File: src/rtl/fdsel_pkg.sv
package fdsel_pkg;
  typedef enum logic [1:0] {
    OP_FREE = 2'd0,
    OP_XFER = 2'd1,
    OP_STEP = 2'd2,
    OP_PARK = 2'd3
  } drv_op_e;
endpackage

File: src/rtl/sel_decode.sv
module sel_decode #(
  parameter int IDX_W = 1,
  parameter int N_OUT = 2
) (
  input  logic             en,
  input  logic [IDX_W-1:0] idx,
  output logic [N_OUT-1:0] lines
);
  for (genvar i = 0; i < N_OUT; i++) begin : g_line
    assign lines[i] = en && (idx == IDX_W'(i));
  end
endmodule

File: src/rtl/spindle_timer.sv
module spindle_timer #(
  parameter int unsigned TMO_CYC = 100,
  parameter int          SPIN_W  = 8,
  localparam int         TMO_W   = $clog2(TMO_CYC + 1)
) (
  input  logic              clk,
  input  logic              rst_n,
  input  logic              kick,
  input  logic [SPIN_W-1:0] spin_len,
  output logic              motor_on,
  output logic              busy,
  output logic              expire
);
  logic              on_q, on_d;
  logic [TMO_W-1:0]  idle_q, idle_d;
  logic [SPIN_W-1:0] spin_q, spin_d;

  assign expire = on_q && (idle_q == '0) && !kick;

  always_comb begin
    on_d   = on_q;
    idle_d = idle_q;
    spin_d = spin_q;
    if (kick) begin
      idle_d = TMO_W'(TMO_CYC - 1);
      if (!on_q) begin
        on_d   = 1'b1;
        spin_d = spin_len;
      end else if (spin_q != '0) begin
        spin_d = spin_q - 1'b1;
      end
    end else if (on_q) begin
      if (idle_q == '0) begin
        on_d   = 1'b0;
        spin_d = '0;
      end else begin
        idle_d = idle_q - 1'b1;
        if (spin_q != '0) spin_d = spin_q - 1'b1;
      end
    end
  end

  always_ff @(posedge clk or negedge rst_n) begin
    if (!rst_n) begin
      on_q   <= 1'b0;
      idle_q <= '0;
      spin_q <= '0;
    end else begin
      on_q   <= on_d;
      idle_q <= idle_d;
      spin_q <= spin_d;
    end
  end

  assign motor_on = on_q;
  assign busy     = on_q && (spin_q != '0);
endmodule

File: src/rtl/step_pulse.sv
module step_pulse #(
  parameter int unsigned STEP_CYC = 4,
  localparam int         CW       = $clog2(STEP_CYC + 1)
) (
  input  logic clk,
  input  logic rst_n,
  input  logic load,
  output logic active
);
  logic [CW-1:0] cnt_q, cnt_d;
  logic          cnt_en;

  assign cnt_en = load || (cnt_q != '0);

  always_comb begin
    if (load) cnt_d = CW'(STEP_CYC);
    else      cnt_d = cnt_q - 1'b1;
  end

  always_ff @(posedge clk or negedge rst_n) begin
    if (!rst_n)      cnt_q <= '0;
    else if (cnt_en) cnt_q <= cnt_d;
  end

  assign active = (cnt_q != '0);
endmodule

File: src/rtl/sel_arbiter.sv
module sel_arbiter import fdsel_pkg::*; #(
  parameter int N_DRV = 2,
  parameter int IDX_W = 1
) (
  input  logic             clk,
  input  logic             rst_n,
  input  logic             cmd_valid,
  input  logic [1:0]       cmd_op,
  input  logic [IDX_W-1:0] cmd_drive,
  input  logic             cmd_dir,
  input  logic             step_active,
  input  logic [N_DRV-1:0] expire,
  output logic             accept,
  output logic             step_load,
  output logic             rw_v,
  output logic [IDX_W-1:0] rw_i,
  output logic             mo_v,
  output logic [IDX_W-1:0] mo_i,
  output logic [N_DRV-1:0] dir_q,
  output logic             err_q
);
  drv_op_e          op;
  logic             ok;
  logic             rw_other, mo_other, mo_mine_moving;
  logic             rw_v_d, mo_v_d;
  logic [IDX_W-1:0] rw_i_d, mo_i_d;

  assign op             = drv_op_e'(cmd_op);
  assign rw_other       = rw_v && (rw_i != cmd_drive);
  assign mo_other       = mo_v && (mo_i != cmd_drive);
  assign mo_mine_moving = mo_v && (mo_i == cmd_drive) && step_active;

  always_comb begin
    unique case (op)
      OP_XFER: ok = !rw_other;
      OP_STEP: ok = !mo_other && !step_active;
      default: ok = !mo_mine_moving;
    endcase
  end

  assign accept    = cmd_valid && ok;
  assign step_load = accept && (op == OP_STEP);

  always_comb begin
    rw_v_d = rw_v;
    rw_i_d = rw_i;
    mo_v_d = mo_v;
    mo_i_d = mo_i;
    if (rw_v && expire[rw_i]) rw_v_d = 1'b0;
    if (mo_v && expire[mo_i]) mo_v_d = 1'b0;
    if (accept) begin
      unique case (op)
        OP_XFER: begin
          rw_v_d = 1'b1;
          rw_i_d = cmd_drive;
        end
        OP_STEP: begin
          mo_v_d = 1'b1;
          mo_i_d = cmd_drive;
        end
        OP_FREE: begin
          if (rw_v && rw_i == cmd_drive) rw_v_d = 1'b0;
          if (mo_v && mo_i == cmd_drive) mo_v_d = 1'b0;
        end
        OP_PARK: begin
          if (mo_v && mo_i == cmd_drive) mo_v_d = 1'b0;
        end
      endcase
    end
  end

  always_ff @(posedge clk or negedge rst_n) begin
    if (!rst_n) begin
      rw_v  <= 1'b0;
      rw_i  <= '0;
      mo_v  <= 1'b0;
      mo_i  <= '0;
      err_q <= 1'b0;
    end else begin
      rw_v  <= rw_v_d;
      rw_i  <= rw_i_d;
      mo_v  <= mo_v_d;
      mo_i  <= mo_i_d;
      err_q <= cmd_valid && !ok;
    end
  end

  for (genvar i = 0; i < N_DRV; i++) begin : g_dir
    logic dir_en;
    assign dir_en = step_load && (cmd_drive == IDX_W'(i));
    always_ff @(posedge clk or negedge rst_n) begin
      if (!rst_n)      dir_q[i] <= 1'b0;
      else if (dir_en) dir_q[i] <= cmd_dir;
    end
  end
endmodule

File: src/rtl/dual_drive_sel.sv
module dual_drive_sel #(
  parameter bit          QUAD_MODE = 1'b0,
  parameter int unsigned CLK_HZ    = 50_000_000,
  parameter int unsigned IDLE_SEC  = 2,
  parameter int unsigned STEP_CYC  = 100,
  parameter int          SPIN_W    = 24,
  localparam int         N_DRV     = QUAD_MODE ? 4 : 2,
  localparam int         IDX_W     = QUAD_MODE ? 2 : 1
) (
  input  logic              clk,
  input  logic              rst_n,
  input  logic              cmd_valid,
  input  logic [1:0]        cmd_op,
  input  logic [IDX_W-1:0]  cmd_drive,
  input  logic              cmd_dir,
  input  logic [SPIN_W-1:0] spinup_len,
  output logic              cmd_err,
  output logic [N_DRV-1:0]  rw_sel,
  output logic [N_DRV-1:0]  mot_sel,
  output logic [N_DRV-1:0]  motor_on,
  output logic [N_DRV-1:0]  busy,
  output logic [N_DRV-1:0]  step,
  output logic [N_DRV-1:0]  dir
);
  localparam int unsigned TMO_CYC = CLK_HZ * IDLE_SEC;

  logic [1:0]       rst_pipe;
  logic             rst_sn;
  logic             accept, step_load, step_active;
  logic             rw_v, mo_v;
  logic [IDX_W-1:0] rw_i, mo_i;
  logic [N_DRV-1:0] expire;

  always_ff @(posedge clk or negedge rst_n) begin
    if (!rst_n) rst_pipe <= 2'b00;
    else        rst_pipe <= {rst_pipe[0], 1'b1};
  end
  assign rst_sn = rst_pipe[1];

  sel_arbiter #(.N_DRV(N_DRV), .IDX_W(IDX_W)) u_arb (
    .clk(clk), .rst_n(rst_sn),
    .cmd_valid(cmd_valid), .cmd_op(cmd_op), .cmd_drive(cmd_drive), .cmd_dir(cmd_dir),
    .step_active(step_active), .expire(expire),
    .accept(accept), .step_load(step_load),
    .rw_v(rw_v), .rw_i(rw_i), .mo_v(mo_v), .mo_i(mo_i),
    .dir_q(dir), .err_q(cmd_err)
  );

  step_pulse #(.STEP_CYC(STEP_CYC)) u_step (
    .clk(clk), .rst_n(rst_sn), .load(step_load), .active(step_active)
  );

  sel_decode #(.IDX_W(IDX_W), .N_OUT(N_DRV)) u_rw_dec (
    .en(rw_v), .idx(rw_i), .lines(rw_sel)
  );

  sel_decode #(.IDX_W(IDX_W), .N_OUT(N_DRV)) u_mo_dec (
    .en(mo_v), .idx(mo_i), .lines(mot_sel)
  );

  for (genvar i = 0; i < N_DRV; i++) begin : g_drv
    logic kick;
    assign kick    = accept && (cmd_drive == IDX_W'(i));
    assign step[i] = step_active && mot_sel[i];
    spindle_timer #(.TMO_CYC(TMO_CYC), .SPIN_W(SPIN_W)) u_spin (
      .clk(clk), .rst_n(rst_sn), .kick(kick), .spin_len(spinup_len),
      .motor_on(motor_on[i]), .busy(busy[i]), .expire(expire[i])
    );
  end
endmodule

File: config.mk
export PLATFORM = sky130hd
export DESIGN_NAME = dual_drive_sel
export DESIGN_NICKNAME = d
export VERILOG_FILES = /design/src/rtl/fdsel_pkg.sv /design/src/rtl/sel_decode.sv /design/src/rtl/spindle_timer.sv /design/src/rtl/step_pulse.sv /design/src/rtl/sel_arbiter.sv /design/src/rtl/dual_drive_sel.sv
export SDC_FILE = /design/constraint.sdc
export NUM_CORES = 1
export LEC_CHECK = 0
export BUFFER_PORTS_ARGS = -buffer_cell sky130_fd_sc_hd__buf_2
export CAP_MARGIN = 25
export CELL_PAD_IN_SITES_DETAIL_PLACEMENT = 1
export CELL_PAD_IN_SITES_GLOBAL_PLACEMENT = 2
export CORE_UTILIZATION = 39
export DETAILED_ROUTE_END_ITERATION = 8
export GPL_ROUTABILITY_DRIVEN = 0
export MAX_ROUTING_LAYER = met4
export PLACE_DENSITY = 0.89
export SLEW_MARGIN = 20
export SYNTH_ARGS = -nofsm -noshare
export SYNTH_HDL_FRONTEND = slang
export SYNTH_SLANG_ARGS = --single-unit
File: constraint.sdc
create_clock -name clk -period 4 [get_ports clk]
set_input_delay 0.8 -clock clk [delete_from_list [all_inputs] [get_ports clk]]
set_output_delay 0.8 -clock clk [all_outputs]
set_load 0.05 [all_outputs]
# Yosys cells after proc, flatten, opt, wreduce, memory -nomap -nowiden
# Cells that the tools add are included.
[op_classes]
add_sub_neg = 5
eq_ne = 9
n_lt_le_gt_ge = 2
reduce_logical = 48
bitwise_logic = 3
n_mux = 36
[op_table]
columns = ["cell", "n"]
rows = [
  ["$mux W24", 10],
  ["$mux W27", 6],
  ["$logic_not A27 Y1", 2],
  ["$sub A27 B1 Y27 const B", 2],
  ["$reduce_bool A24 Y1", 2],
  ["$sub A24 B1 Y24 const B", 2],
  ["$logic_and A1 B1 Y1", 27],
  ["$mux W1", 16],
  ["$reduce_and A2 Y1", 4],
  ["$logic_not A1 Y1", 7],
  ["$mux W7", 1],
  ["$reduce_bool A7 Y1", 1],
  ["$sub A7 B1 Y7 const B", 1],
  ["$pmux W1 S2", 3],
  ["$eq A2 B2 Y1 const B", 2],
  ["$lt A1 B2 Y1 const B", 2],
  ["$ne A2 B1 Y1 const B", 2],
  ["$reduce_bool A2 Y1", 2],
  ["$not A1 Y1", 3],
  ["$eq A1 B1 Y1", 2],
  ["$eq A2 B1 Y1 const B", 1],
  ["$logic_not A2 Y1", 1],
  ["$ne A1 B1 Y1", 2],
  ["$reduce_or A2 Y1", 1],
  ["$logic_or A1 B1 Y1", 1],
]
[word_totals]
register_bits = 120
in_bits = 31
word_cells = 118

# Longest topological paths before layout
[logic_depth]
word_depth = 16
depth_mapped = 10
depth_no_buf = 8

# Cells and area by module
# A second synthesis with hierarchy kept.
[unflattened]
cells_unflattened = 821
hier_area_um2 = 7240.7
[by_module_without_submodules]
columns = ["module", "n_inst", "area_each_um2", "cells_each", "seq_area_each_um2"]
rows = [
  ["spindle_timer (g_drv[1].u_spin)", 1, 3206.8, 380, 1301.2],
  ["spindle_timer (g_drv[0].u_spin)", 1, 3064.2, 342, 1301.2],
  ["sel_arbiter", 1, 478.0, 48, 175.2],
  ["step_pulse", 1, 376.6, 40, 175.2],
  ["dual_drive_sel", 1, 82.6, 7, 50.0],
  ["sel_decode", 2, 16.3, 2, 0.0],
]

# Least setup slack after synthesis
# Ideal clock, no wire load.
[synth_path]
path_kind = "reg-to-output"
start = "register g_drv[0].u_spin.spin_q[8]"
end = "output port busy[0]"
path_stages_with_launch = 8
slack_ns = 0.960
t_arrival_ns = 2.240
path_buffers = 3
cell_sequence = "dfrtp_1 -> or4_4 -> or4_1 -> buf_2 -> nor3b_4 -> buf_6 -> nor2_1 -> buf_4"
[synth_between]
elab_chain_cells = 2
[synth_rtl]
columns = ["element", "line", "source"]
rows = [
  ["start: declaration", "spindle_timer.sv:16", "logic [SPIN_W-1:0] spin_q, spin_d;"],
  ["start signal: assignment", "spindle_timer.sv:51", "spin_q <= spin_d;"],
  ["$reduce_bool A24 Y1", "spindle_timer.sv:56", "assign busy = on_q && (spin_q != '0);"],
  ["$logic_and A1 B1 Y1", "spindle_timer.sv:56", ""],
  ["end: declaration", "dual_drive_sel.sv:21", "output logic [N_DRV-1:0] busy,"],
]
# Every way passes these cells.

# Worst setup path in the final report
[layout_path]
start = "register g_drv[0].u_spin.spin_q[0]"
end = "output port busy[0]"
# Same word-level chain as after synthesis.

==> impl_metrics.env <==
export IMPL_hold_buffers=0
export IMPL_io_buffers=43
export IMPL_design_area_um2=8150
export IMPL_crit_path_start="g_drv[0].u_spin.spin_q[0]$_DFFE_PN0P_"
export IMPL_required_ns=3.20
export IMPL_place_inst=995
export IMPL_core_um2=17500
export IMPL_r2r_start="g_drv[1].u_spin.idle_q[11]$_DFFE_PN0P_"
export IMPL_ys_ff_latch=120
export IMPL_rsz0062_at_grt="false"
export IMPL_cts_buffers=17
export IMPL_hold_viol=0
export IMPL_htree_levels=4
export IMPL_clock_fmax_mhz=284
export IMPL_startpoint_type="register"
export IMPL_critPathKind="reg -> out"
export IMPL_drc=0
export IMPL_synth_net_count=794
export IMPL_netlist_top_cell_by_area="dfrtp_1"
export IMPL_clock_sinks=120
export IMPL_placed_area_um2=7560
export IMPL_cp_data_arrival_time_ns=2.72
export IMPL_period_minus_slack_ns=3.52
export IMPL_tightest_slew_ns=1.01
export IMPL_synth_yosys_seq_area_share_pct=42.5
export IMPL_drive_gt1_share_pct=14.2
export IMPL_die_h_um=137
export IMPL_setup_viol=0
export IMPL_synth_warnings=0
export IMPL_mostFrequentLayoutCells="dfrtp_1, nand2_1, nor2_1, xnor2_1, buf_2"
export IMPL_postRouteAntennaNets=0
export IMPL_synth_cell_type_count=65
export IMPL_start_util_pct=40.4
export IMPL_clk_pin_slew_worst_paths_ns=0.06
export IMPL_final_common_cell="dfrtp_1"
export IMPL_syn_area_per_cell_um2=9.43
export IMPL_clk_path_buf_depth=2
export IMPL_fin_setup_tns_ns=0
export IMPL_wl_um=20300
export IMPL_finalCritPeriodShare_pct=87.9
export IMPL_final_cells=1028
export IMPL_path_max_fanout=4
export IMPL_p_per_area_nw_per_um2=640
export IMPL_grt_max_degree=48
export IMPL_cts_tree="yes"
export IMPL_die_area_um2=18700
export IMPL_cts_resized=0
export IMPL_dp_hpwl_um=14200
export IMPL_wl_per_cell_um=19.7
export IMPL_drv_cap=0
export IMPL_num_rows=48
export IMPL_clock_root_buffer="clkbuf_16"
export IMPL_grt_antenna_before_repair=1
export IMPL_synth_edff_count=0
export IMPL_die_width_um=137
export IMPL_async_flop_share_pct=100
export IMPL_skew_ns=0.00769
export IMPL_synth_flop_cell="dfrtp_1"
export IMPL_relSlewSlack_pct=32.7
export IMPL_critical_path_endpoint_type="output port"
export IMPL_grt_pass1_vias=6381
export IMPL_grt_pass1_wl_um=33400
export IMPL_nets=833
export IMPL_vias_per_cell=5.89
export IMPL_syn_area_um2=7070
export IMPL_insertion_delay_ns=0.43
export IMPL_synth_top_area_share_pct=42.5
export IMPL_dr_pass1_iters=6
export IMPL_status="complete, no violations"
export IMPL_route_vias_total=6059
export IMPL_cts_setup_buffers=0
export IMPL_p_leak_nw=3.18
export IMPL_syn_inst=750
export IMPL_area_growth_pct=15.3
export IMPL_grt_ovfl_total=0
export IMPL_final_util_pct=46.6
export IMPL_io_pins=44
export IMPL_vdd_ir_drop_max_mv=0.504
export IMPL_drt_iter0_drc=310
export IMPL_synth_area_leaders="dfrtp_1, xnor2_1, mux2i_1"
export IMPL_report_final_slew_viol_count=0
export IMPL_gr_usage_all_layers_pct=23.9
export IMPL_hold_path_class="in -> async"
[per-stage QoR]
stage	hold WS (ns)	total power, mW	worst slack [ns]
floorplan	0.331	3.16	0.409
global placement	0.341	3.51	0.750
detailed placement	0.331	3.64	0.640
CTS	0.142	5.25	0.463
global route	0.144	5.53	0.287
finish	0.150	5.22	0.483
[synth_stat cells, types with 3 or more instances]
| cell | instances |
|---|---|
| nor2b_1 | 3 |
| o211ai_1 | 5 |
| and2_1 | 9 |
| nand3_1 | 19 |
| buf_2 | 12 |
| or4_1 | 22 |
| a31oi_1 | 6 |
| o21ai_0 | 32 |
| a211oi_1 | 3 |
| a21oi_1 | 26 |
| a221o_1 | 5 |
| mux2i_1 | 30 |
| nand4b_1 | 7 |
| and4_1 | 3 |
| inv_1 | 22 |
| xnor2_1 | 49 |
| o32ai_1 | 3 |
| nor3_1 | 33 |
| a22oi_1 | 5 |
| xor2_1 | 22 |
| or2_2 | 6 |
| dfrtp_1 | 120 |
| nand2_1 | 60 |
| nor2_1 | 57 |
| or3_1 | 19 |
| nor4_1 | 28 |
| o31ai_1 | 7 |
| ha_1 | 13 |
| and3_1 | 8 |
| o41ai_1 | 3 |
| nand3b_1 | 5 |
| nand2b_1 | 13 |
| clkbuf_1 | 20 |
| nor3b_1 | 3 |
| buf_4 | 4 |
| o22ai_1 | 27 |
| nor4_2 | 4 |
| mux2_2 | 3 |
[power breakdown]
| group | switching (mW) | internal [mW] | total (mW) |
|---|---|---|---|
| clock network | 0.562 | 1.01 | 1.57 |
| registers | 0.404 | 1.56 | 1.96 |
| logic | 0.983 | 0.703 | 1.69 |
[path summary, 6_finish.rpt]
| path | endpoint | slack, ns | cells past startpoint |
|---|---|---|---|
| worst min register to register | u_step.cnt_q[3]$_DFFE_PN0P_ | 0.30 | 0 |
| worst max-delay path | busy[0] | 0.48 | 7 |
| worst max register to register | g_drv[1].u_spin.spin_q[13]$_DFFE_PN0P_ | 1.08 | 6 |
| max in group asynchronous | g_drv[1].u_spin.idle_q[22]$_DFFE_PN0P_ | 3.02 | 1 |
| min in group clk | rst_pipe[1]$_DFF_PN0_ | 0.35 | 0 |
| worst min-delay path | rst_pipe[1]$_DFF_PN0_ | 0.15 | 1 |
[state kept, by name, summed over array words and instances, names as in the netlist]
register and count:
u_step.cnt_q 7, u_arb.err_q 1, rst_pipe 2, u_arb.mo_i 1, u_arb.rw_v 1, u_arb.dir_q 2, g_drv.u_spin.idle_q 54, u_arb.rw_i 1
g_drv.u_spin.motor_on 2, g_drv.u_spin.spin_q 48, u_arb.mo_v 1
[worst max-delay path, cell delays in order (launching register included)]
cell	delay, ns
dfrtp_1	0.38
inv_1	0.16
ha_1	0.20
or3b_2	0.47
nor4_1	0.47
nor3b_4	0.33
nor2_1	0.08
buf_2	0.21
[metal layers]
layer,track usage (%),up-vias,share of wire (%)
li1,-,2810,-
met3,4.59,29,3.3
met1,29.2,3102,44
met5,-,-,0
met4,8.40,0,2.2
met2,39.5,118,50
[kinds of logic (layout without fill, tap and decap cells)]
family,after synthesis,count (layout),share of synthesized area (%)
simple gates,312,312,24.9
compound gates,139,139,13.0
flops,120,120,42.5
xor+xnor,71,71,8.80
buf+inv,61,113,3.79
mux,33,33,4.73
fa+ha+maj,13,13,2.30
other cells,1,2,0.0530
[layout make-up]
type / count / area [um2]
tap: 225 / 282
timing repair buffer: 59 / 375
sequential: 120 / 3010
antenna: 1 / 2.50
clock buffer: 24 / 472
inverter: 22 / 82.6
multi-input combinational: 569 / 3810
fill: 2007 / 9330
clock inverter: 8 / 120
No activity file was read; power rests on OpenSTA's default activity.
